### src/rtl/flash_cmd_pkg.sv
package flash_cmd_pkg;

  localparam logic [15:0] UNLOCK_ADR1 = 16'h5555;
  localparam logic [15:0] UNLOCK_ADR2 = 16'h2AAA;
  localparam logic [7:0]  KEY_FIRST   = 8'hAA;
  localparam logic [7:0]  KEY_SECOND  = 8'h55;
  localparam logic [7:0]  CMD_PROGRAM = 8'hA0;
  localparam logic [7:0]  CMD_ERASE   = 8'h80;
  localparam logic [7:0]  CMD_SECTOR  = 8'h30;
  localparam logic [7:0]  CMD_BLOCK   = 8'h50;
  localparam logic [7:0]  CMD_CHIP    = 8'h10;

  typedef enum logic [2:0] {
    SEQ_IDLE, SEQ_UNL1, SEQ_UNL2, SEQ_PROG, SEQ_ERA1, SEQ_ERA2, SEQ_ERA3
  } seq_e;

  typedef enum logic [1:0] {
    ERASE_SECTOR, ERASE_BLOCK, ERASE_CHIP
  } erase_kind_e;

  typedef struct packed {
    logic        latchProg;
    logic        latchErase;
    erase_kind_e kind;
    logic        commit;
    logic        busy;
    logic        toggleBit;
  } ctrl_strb_t;

endpackage

### src/rtl/flash_cmd_ctrl.sv
module flash_cmd_ctrl
  import flash_cmd_pkg::*;
#(
  parameter int ADDR_W    = 19,
  parameter int PROG_CYC  = 8,
  parameter int ERASE_CYC = 16
) (
  input  logic              clk,
  input  logic              rstN,
  input  logic              wrStrobe,
  input  logic              rdStrobe,
  input  logic [ADDR_W-1:0] busAddr,
  input  logic [7:0]        busByte,
  output ctrl_strb_t        strb
);

  localparam int MAX_CYC = (PROG_CYC > ERASE_CYC) ? PROG_CYC : ERASE_CYC;
  localparam int CNT_W   = $clog2(MAX_CYC + 1);
  localparam logic [ADDR_W-1:0] ADR1 = ADDR_W'(UNLOCK_ADR1);
  localparam logic [ADDR_W-1:0] ADR2 = ADDR_W'(UNLOCK_ADR2);

  seq_e             seqQ, seqD;
  logic             busyQ;
  logic [CNT_W-1:0] cntQ;
  logic             toggleQ;
  logic             startProg, startErase;
  erase_kind_e      kindD;
  logic             isAdr1, isAdr2, commit;

  assign isAdr1 = (busAddr == ADR1);
  assign isAdr2 = (busAddr == ADR2);
  assign commit = busyQ && (cntQ == CNT_W'(1));

  // sequence decoder: only advances while idle
  always_comb begin
    seqD       = seqQ;
    startProg  = 1'b0;
    startErase = 1'b0;
    kindD      = ERASE_SECTOR;
    if (!busyQ && wrStrobe) begin
      seqD = SEQ_IDLE;
      unique case (seqQ)
        SEQ_IDLE: if (isAdr1 && busByte == KEY_FIRST)  seqD = SEQ_UNL1;
        SEQ_UNL1: if (isAdr2 && busByte == KEY_SECOND) seqD = SEQ_UNL2;
        SEQ_UNL2: begin
          if (isAdr1 && busByte == CMD_PROGRAM)    seqD = SEQ_PROG;
          else if (isAdr1 && busByte == CMD_ERASE) seqD = SEQ_ERA1;
        end
        SEQ_PROG: startProg = 1'b1;
        SEQ_ERA1: if (isAdr1 && busByte == KEY_FIRST)  seqD = SEQ_ERA2;
        SEQ_ERA2: if (isAdr2 && busByte == KEY_SECOND) seqD = SEQ_ERA3;
        SEQ_ERA3: begin
          if (busByte == CMD_SECTOR) begin
            startErase = 1'b1;
            kindD      = ERASE_SECTOR;
          end else if (busByte == CMD_BLOCK) begin
            startErase = 1'b1;
            kindD      = ERASE_BLOCK;
          end else if (busByte == CMD_CHIP && isAdr1) begin
            startErase = 1'b1;
            kindD      = ERASE_CHIP;
          end
        end
        default: seqD = SEQ_IDLE;
      endcase
    end
  end

  always_ff @(posedge clk or negedge rstN) begin
    if (!rstN) begin
      seqQ    <= SEQ_IDLE;
      busyQ   <= 1'b0;
      cntQ    <= '0;
      toggleQ <= 1'b0;
    end else begin
      seqQ <= seqD;
      if (startProg || startErase) begin
        busyQ   <= 1'b1;
        cntQ    <= startProg ? CNT_W'(PROG_CYC) : CNT_W'(ERASE_CYC);
        toggleQ <= 1'b0;
      end else if (busyQ) begin
        cntQ <= cntQ - CNT_W'(1);
        if (commit)   busyQ   <= 1'b0;
        if (rdStrobe) toggleQ <= ~toggleQ;
      end
    end
  end

  assign strb.latchProg  = startProg;
  assign strb.latchErase = startErase;
  assign strb.kind       = kindD;
  assign strb.commit     = commit;
  assign strb.busy       = busyQ;
  assign strb.toggleBit  = toggleQ;

  AST_BUSY_DECODER_IDLE: assert property (@(posedge clk) disable iff (!rstN)
    busyQ |-> seqQ == SEQ_IDLE);
  AST_BUSY_COUNT_STEP: assert property (@(posedge clk) disable iff (!rstN)
    busyQ && !commit |=> busyQ && (cntQ == $past(cntQ) - CNT_W'(1)));
  AST_TOGGLE_ON_READ: assert property (@(posedge clk) disable iff (!rstN)
    busyQ && rdStrobe |=> toggleQ != $past(toggleQ));

endmodule

### src/rtl/flash_cmd_dp.sv
module flash_cmd_dp
  import flash_cmd_pkg::*;
#(
  parameter int ADDR_W    = 19,
  parameter int DATA_W    = 16,
  parameter int SECT_LSB  = 11,
  parameter int BLK_LSB   = 15,
  parameter int WORD_KEEP = 2,
  parameter int SECT_KEEP = 2,
  parameter int BLK_KEEP  = 1
) (
  input  logic              clk,
  input  logic              rstN,
  input  logic              rdStrobe,
  input  logic [ADDR_W-1:0] busAddr,
  input  logic [DATA_W-1:0] busData,
  input  ctrl_strb_t        strb,
  output logic [DATA_W-1:0] rdData,
  output logic              rdDrive
);

  localparam int IDX_W = WORD_KEEP + SECT_KEEP + BLK_KEEP;
  localparam int WORDS = 1 << IDX_W;
  localparam int REG_W = IDX_W - WORD_KEEP;

  function automatic logic [IDX_W-1:0] idxOf(input logic [ADDR_W-1:0] a);
    return {a[BLK_LSB +: BLK_KEEP], a[SECT_LSB +: SECT_KEEP], a[0 +: WORD_KEEP]};
  endfunction

  logic [DATA_W-1:0] mem [WORDS];
  logic [IDX_W-1:0]  tgtIdx;
  logic [DATA_W-1:0] tgtData;
  erase_kind_e       tgtKind;
  logic              tgtIsProg;
  logic [WORDS-1:0]  eraseHit;
  logic [DATA_W-1:0] statusWord;
  logic [DATA_W-1:0] rdDataQ;
  logic              rdDriveQ;
  logic              unusedAddr;

  assign unusedAddr = ^busAddr;

  always_ff @(posedge clk or negedge rstN) begin
    if (!rstN) begin
      tgtIdx    <= '0;
      tgtData   <= '0;
      tgtKind   <= ERASE_SECTOR;
      tgtIsProg <= 1'b0;
    end else if (strb.latchProg) begin
      tgtIdx    <= idxOf(busAddr);
      tgtData   <= busData;
      tgtIsProg <= 1'b1;
    end else if (strb.latchErase) begin
      tgtIdx    <= idxOf(busAddr);
      tgtKind   <= strb.kind;
      tgtIsProg <= 1'b0;
    end
  end

  // per-word erase region match
  for (genvar w = 0; w < WORDS; w++) begin : g_hit
    localparam logic [IDX_W-1:0] WI = IDX_W'(w);
    logic sameBlock, sameSector;
    assign sameBlock  = WI[IDX_W-1 -: BLK_KEEP] == tgtIdx[IDX_W-1 -: BLK_KEEP];
    assign sameSector = WI[IDX_W-1 -: REG_W] == tgtIdx[IDX_W-1 -: REG_W];
    assign eraseHit[w] = (tgtKind == ERASE_CHIP)
                      || (tgtKind == ERASE_BLOCK  && sameBlock)
                      || (tgtKind == ERASE_SECTOR && sameSector);
  end

  always_ff @(posedge clk or negedge rstN) begin
    if (!rstN) begin
      for (int w = 0; w < WORDS; w++) mem[w] <= '1;
    end else if (strb.commit) begin
      if (tgtIsProg) mem[tgtIdx] <= tgtData;
      else begin
        for (int w = 0; w < WORDS; w++) if (eraseHit[w]) mem[w] <= '1;
      end
    end
  end

  always_comb begin
    statusWord    = '0;
    statusWord[7] = tgtIsProg ? ~tgtData[7] : 1'b0;
    statusWord[6] = strb.toggleBit;
  end

  always_ff @(posedge clk or negedge rstN) begin
    if (!rstN) begin
      rdDriveQ <= 1'b0;
      rdDataQ  <= '0;
    end else begin
      rdDriveQ <= rdStrobe;
      if (rdStrobe) rdDataQ <= strb.busy ? statusWord : mem[idxOf(busAddr)];
    end
  end

  assign rdData  = rdDataQ;
  assign rdDrive = rdDriveQ;

  AST_ERASE_POLL_LOW: assert property (@(posedge clk) disable iff (!rstN)
    rdDriveQ && $past(strb.busy && !tgtIsProg) |-> rdDataQ[7] == 1'b0);
  AST_STATUS_QUIET_BITS: assert property (@(posedge clk) disable iff (!rstN)
    rdDriveQ && $past(strb.busy) |-> rdDataQ[5:0] == '0 && rdDataQ[DATA_W-1:8] == '0);
  AST_PROGRAM_LANDS: assert property (@(posedge clk) disable iff (!rstN)
    strb.commit && tgtIsProg |=> mem[$past(tgtIdx)] == $past(tgtData));
  AST_CHIP_ALL_ONES: assert property (@(posedge clk) disable iff (!rstN)
    strb.commit && !tgtIsProg && tgtKind == ERASE_CHIP |=> mem[0] == '1 && mem[WORDS-1] == '1);

endmodule

### src/rtl/flash_cmd_top.sv
module flash_cmd_top
  import flash_cmd_pkg::*;
#(
  parameter int ADDR_W    = 19,
  parameter int DATA_W    = 16,
  parameter int PROG_CYC  = 8,
  parameter int ERASE_CYC = 16
) (
  input  logic              clk,
  input  logic              rstN,
  input  logic              ceN,
  input  logic              weN,
  input  logic              oeN,
  input  logic [ADDR_W-1:0] addr,
  input  logic [DATA_W-1:0] wrData,
  output logic [DATA_W-1:0] rdData,
  output logic              rdDrive
);

  logic       wrStrobe, rdStrobe;
  ctrl_strb_t strb;

  assign wrStrobe = !ceN && !weN;
  assign rdStrobe = !ceN && !oeN && weN;

  flash_cmd_ctrl #(
    .ADDR_W(ADDR_W), .PROG_CYC(PROG_CYC), .ERASE_CYC(ERASE_CYC)
  ) ctrl_i (
    .clk(clk), .rstN(rstN), .wrStrobe(wrStrobe), .rdStrobe(rdStrobe),
    .busAddr(addr), .busByte(wrData[7:0]), .strb(strb)
  );

  flash_cmd_dp #(
    .ADDR_W(ADDR_W), .DATA_W(DATA_W)
  ) dp_i (
    .clk(clk), .rstN(rstN), .rdStrobe(rdStrobe), .busAddr(addr),
    .busData(wrData), .strb(strb), .rdData(rdData), .rdDrive(rdDrive)
  );

endmodule

### config.mk
export PLATFORM = sky130hd
export DESIGN_NAME = flash_cmd_top
export DESIGN_NICKNAME = d
export VERILOG_FILES = /design/src/rtl/flash_cmd_pkg.sv /design/src/rtl/flash_cmd_ctrl.sv /design/src/rtl/flash_cmd_dp.sv /design/src/rtl/flash_cmd_top.sv
export SDC_FILE = /design/constraint.sdc
export NUM_CORES = 1
export LEC_CHECK = 0
export BUFFER_PORTS_ARGS = -buffer_cell sky130_fd_sc_hd__buf_2
export CAP_MARGIN = 25
export CORE_MARGIN = 4
export CORE_UTILIZATION = 40
export DETAILED_ROUTE_END_ITERATION = 16
export SYNTH_ARGS = -nofsm -noshare
export SYNTH_HDL_FRONTEND = slang
export SYNTH_SLANG_ARGS = --single-unit
### constraint.sdc
create_clock -name clk -period 2.02 [get_ports clk]
set_clock_uncertainty 0.1 [all_clocks]
set_input_delay 0.303 -clock clk [delete_from_list [all_inputs] [get_ports clk]]
set_output_delay 0.303 -clock clk [all_outputs]
set_load 0.01 [all_outputs]
* Word level (Yosys, flattened, before mapping) *
Index checks and enable logic that the tools add are counted.

storage, ports and cells
  bits in writable memories = 0
  bits of input ports = 40
  ROM bits = 0
  memories kept = 0
  output and inout bits = 17
  bits in latches = 0
  register bits = 563

cells by class
  multiply operators = 0
  shifts and indexed selects = 0
  eq/ne operators = 25
  reductions and logical operators = 60
  divide/modulo/power cells = 0
  magnitude comparators = 3
  bitwise operators = 6
  $add $sub $neg = 1
  mux-type cells = 49

operators with widths
  cell                                                      number
  bitwise mux 512 bit                                       1
  2-to-1 mux 512 bit                                        1
  2-to-1 mux 16 bit                                         12
  binary-select mux 16 bit (select 5 bit)                   1
  demux 16 bit (select 5 bit)                               1
  2-to-1 mux 5 bit                                          5
  == test 8 bit, second input constant                      3
  nonzero test 2 bit                                        11
  logical AND 1 bit                                         21
  AND reduction 2 bit                                       10
  == test 19 x 14 -> 1 bit, second input constant           1
  == test 19 x 15 -> 1 bit, second input constant           1
  2-to-1 mux 1 bit                                          17
  == test 8 x 7 -> 1 bit, second input constant             2
  case mux 3 bit (5 select lines)                           1
  == test 3 bit, first input constant                       4
  greater-or-equal comparator 6 bit, second input constant  2
  2-to-1 mux 2 bit                                          6
  2-to-1 mux 3 bit                                          4
  inverter 5 -> 6 bit                                       2
  logical OR 1 bit                                          11
  == test 3 bit, second input constant                      3
  == test 8 x 5 -> 1 bit, second input constant             1
  == test 8 x 6 -> 1 bit, second input constant             1
  other kinds (13)                                          22

* Longest topological paths before layout *
  word-level depth = 10
  mapped depth = 10
  depth with buffers taken out = 8

* Hierarchy *
From an unflattened synthesis, not the netlist that was laid out.

second synthesis, totals
  cells, all modules = 1734
  area, all modules = 27259.9 µm²

by module, submodules not included
  module          instances  cells each  area each (µm²)
  flash_cmd_dp    1          1632        26382.8
  flash_cmd_ctrl  1          100         860.8
  flash_cmd_top   1          2           16.3

* Least setup slack after synthesis *
Ideal clock, no wire load.

  path type = input-to-reg
  from = in addr[0]
  to = reg dp_i.rdDataQ[12] (netlist: dp_i.rdData[12])
  required time = 1.792 ns
  buffers on the path = 3
  arrival time = 1.974 ns
  path slack = -0.182 ns
  stages on the path = 7
  path through = buf_4 > buf_4 > buf_2 > mux4_2 > mux2_2 > o21ai_0 > nand3_1

between the ends
  word-level cells in the longest chain between the ends = 5

RTL lines
  item                                                   RTL line             text
  start, declared                                        flash_cmd_top.sv:14  input logic [ADDR_W-1:0] addr,
  inverter 5 -> 6 bit (implied by the code)              flash_cmd_dp.sv:94   if (rdStrobe) rdDataQ <= strb.busy ? statusWord : mem[idxOf(busAddr)];
  binary-select mux 16 bit (select 5 bit)                flash_cmd_dp.sv:94
  2-to-1 mux 16 bit (implied by the code) (2 in series)  flash_cmd_dp.sv:94
  2-to-1 mux 16 bit                                      flash_cmd_dp.sv:94
  end signal, assigned                                   flash_cmd_dp.sv:94
  end, declared                                          flash_cmd_dp.sv:37   logic [DATA_W-1:0] rdDataQ;

Every way passes these cells. The select of a mux whose other input is x is not followed.
A chain may end at the register's enable or synchronous reset.

* Final worst setup path *
  from = reg ctrl_i.cntQ[1]
  to = reg dp_i.mem[396] (netlist name)

between the ends
  word-level cells in the longest chain between the ends = 3

RTL lines
  item                           RTL line              text
  start, declared                flash_cmd_ctrl.sv:24  logic [CNT_W-1:0] cntQ;
  start signal, assigned         flash_cmd_ctrl.sv:79  cntQ <= startProg ? CNT_W'(PROG_CYC) : CNT_W'(ERASE_CYC);
  start signal, assigned         flash_cmd_ctrl.sv:82  cntQ <= cntQ - CNT_W'(1);
  == test 5 x 1 -> 1 bit         flash_cmd_ctrl.sv:32  assign commit = busyQ && (cntQ == CNT_W'(1));
  logical AND 1 bit              flash_cmd_ctrl.sv:32
  AND reduction 2 bit (no line)  n/a
  end signal, assigned by index  flash_cmd_dp.sv:75    if (tgtIsProg) mem[tgtIdx] <= tgtData;
  end, declared                  flash_cmd_dp.sv:30    logic [DATA_W-1:0] mem [WORDS];

Every way passes these cells.

==> impl_metrics.tcl <==
set metrics [dict create \
    status "complete, but fails checks" \
    failed_checks "negative setup slack" \
    hp-start "oeN" \
    synthArstFlopShare 1.00 \
    maxSlewViolCount 0 \
    cts-root-buf "clkbuf_16" \
    hp-class "input port to register" \
    hold_end "dp_i.rdDrive$_DFF_PN0_" \
    synth_cell_types 50 \
    fill_cells 5583 \
    hold_viol 0 \
    worstSkewPairLatency_ns 0.64 \
    synth_mux_area_frac 0.125 \
    crit_arrival_ns 2.81 \
    finalCritPeriodShare 1.17 \
    ant_nets 0 \
    timing.rr.end "dp_i.mem[396]$_DFFE_PN1P_" \
    startpoint_type "register" \
    finalWorstSetupSlack_ns -0.339 \
    fin_crit_ns 2.36 \
    die_x_um 260 \
    synth_area_mm2 0.0254 \
    dpl-instance-area_mm2 0.0284 \
    die_height_um 260 \
    cts_max_path_buffers 3 \
    fin_hold_ws_ns 0.0128 \
    reg2reg_depth 9 \
    io_buffer_count 56 \
    drcViolationCount 0 \
    relSlewSlack 0.344 \
    wire_per_inst_um 21.1 \
    synth_fp_nets 2342 \
    cts_buffers 59 \
    place.gp.congestion 0.877 \
    ys.flop_type "dfstp_2" \
    synth_top_area_frac 0.530 \
    crit_required_ns 2.47 \
    synth_edf_count 0 \
    power_leakage_nw 11.9 \
    path_class "register to register" \
    fmax_mhz 424 \
    yosysMostFrequentCell "nand2_1" \
    grt_pass1_wl_mm 112 \
    core_area_mm2 0.0630 \
    start_util 0.403 \
    ys_top_cells_by_count "nand2_1, dfstp_2, o21ai_0" \
    fin_nets 2503 \
    cp_max_fo 32 \
    synth_adder_area_share 0.000985 \
    layout-drive-gt1-share 0.461 \
    syn_inst 2300 \
    antenna_found_initial 1 \
    setup_viol_count_final 524 \
    dr.pass1.iters 5 \
    rrSetupSlack_ns -0.34 \
    synthTopCellsByArea "dfstp_2, mux4_2, o21ai_0" \
    diodes 0 \
    drtIter0Drc 1122 \
    grt-ovfl-total 0 \
    powerDensity_mw_per_mm2 776 \
    grt.total_usage 0.214 \
    areaGrowthSynthToFinish_pct 22.3 \
    synth-simple-area-share 0.115 \
    ctsHtreeMaxLevel 2 \
    vias 18200 \
    clock-sinks 563 \
    end_kind "register" \
    maxCapViolCount 0 \
    dieArea_mm2 0.0676 \
    ys_seq_area_frac 0.580 \
    yosysWarningCount 0 \
    synth_top_family_by_area "compound AO/OA/AOI/OAI gates" \
    routed_wl_mm 71.0 \
    peakVddDrop_uv 776 \
    rr_startpoint "ctrl_i.cntQ[1]$_DFFE_PN0P_" \
    synth_xor_area_frac 0.00172 \
    io_pins 57 \
    grt_pass1_vias 19000 \
    grt_start_max_net_pins 99 \
    synth_largest_area_cell "dfstp_2" \
    hold_depth 5 \
    dp_hpwl_mm 46.8 \
    tightest_slew_ns 0.983 \
    p_total_mw 24.1 \
    fp-row-count 92 \
    vias_per_cell 5.42 \
    final_core_util 0.493 \
    ys_ff_latch 563 \
    rsz0062_at_grt "yes" \
    synth_compound_area_frac 0.140 \
    clkTransAtPathRegs_ns 0.06 \
    synth_area_per_cell_um2 11.0 \
    final_area_mm2 0.0311 \
    cts_tree "done" \
]
[logic make-up (layout without fill, tap and decap cells)]
kind of cell / count (synthesis) / count (layout)
mux: 153 / 153
fa+ha+maj: 2 / 2
buf+inv: 213 / 424
flops: 563 / 563
xor+xnor: 5 / 5
compound gates: 656 / 656
simple gates: 708 / 708
[final cells by class]
class | instances | area (µm²) | area share
inverter | 7 | 26.3 | 0.000846
tap | 846 | 1060 | 0.0341
timing repair buffer | 306 | 3110 | 0.100
clock inverter | 28 | 390 | 0.0126
multi-input combinational | 1524 | 10000 | 0.323
clock buffer | 83 | 1710 | 0.0549
sequential | 563 | 14700 | 0.474
[flip-flops by register name (all words and copies together), names as in the netlist, 2 cells and up]
name	flops
dp_i.tgtIdx	5
dp_i.mem	512
dp_i.rdData	16
dp_i.tgtData	16
ctrl_i.cntQ	5
ctrl_i.seqQ	3
dp_i.tgtKind	2
[critical path, stage by stage (launching register included)]
cell and delay [ns]:
dfrtp_1 0.39, inv_2 0.08, ha_4 0.13, or4b_4 0.46
or2_4 0.28, buf_12 0.15, a21oi_4 0.20, nand2_2 0.11
buf_12 0.19, o21ai_0 0.17
[repair_timing]
action                                  CTS  global route
endpoints found under the setup margin  520           527
pin swaps                                 4             2
hold endpoints to repair                 79             0
cloned                                    2             1
gates resized for setup                 180           141
setup buffers                            13             1
hold buffers                             18             0
[cells in the final DEF (no fill, tap or decap), types with 14 or more instances in the layout]
cell type,n
mux4_2,128
buf_2,53
mux2_2,24
nor2_2,16
dfstp_2,512
a22o_1,15
buf_12,65
clkbuf_16,60
nor3_1,17
buf_4,163
nand2_2,29
clkinv_2,14
nand3_1,22
nor2b_1,18
o21ai_2,28
dlygate4sd3_1,18
nor2_1,16
o21ai_1,278
clkbuf_8,15
a211oi_1,17
nand2_1,536
o22ai_1,20
o21ai_0,251
dfrtp_1,51
[layer usage]
| metal | GRT usage | share of wire | up-vias |
|---|---|---|---|
| li1 | - | - | 8433 |
| met1 | 0.284 | 0.43 | 9212 |
| met2 | 0.355 | 0.49 | 414 |
| met3 | 0.0336 | 0.047 | 123 |
| met4 | 0.0788 | 0.035 | 0 |
| met5 | 0 | 0 | - |
[stage by stage]
step,cells,TNS [ns],worst slack (ns)
6_report,3357,-141.12,-0.339
4_1_cts,3356,-119.66,-0.297
3_5_place_dp,3213,-177.32,-0.450
3_3_place_gp,3211,-159.79,-0.452
2_1_floorplan,2300,-51.09,-0.127
5_1_grt,3357,-179.80,-0.426
[power by group]
group | switching (mW) | internal [mW]
combinational | 0.694 | 0.492
clock | 4.69 | 6.82
sequential | 0.0412 | 11.4
total | 5.42 | 18.7
[worst max path at each step]
stage                     slack (ns)                  startpoint                    endpoint
after floorplan                -0.13  ctrl_i.seqQ[0]$_DFFE_PN0P_  dp_i.tgtIdx[0]$_DFFE_PN0P_
after global placement         -0.45                     addr[0]  dp_i.rdData[2]$_DFFE_PN0P_
after detailed placement       -0.45                     addr[0]  dp_i.rdData[2]$_DFFE_PN0P_
after CTS                      -0.30  ctrl_i.cntQ[1]$_DFFE_PN0P_   dp_i.mem[271]$_DFFE_PN1P_
after global routing           -0.43  ctrl_i.cntQ[1]$_DFFE_PN0P_   dp_i.mem[268]$_DFFE_PN1P_
final                          -0.34  ctrl_i.cntQ[1]$_DFFE_PN0P_   dp_i.mem[396]$_DFFE_PN1P_
No activity file was read; power rests on OpenSTA's default activity.
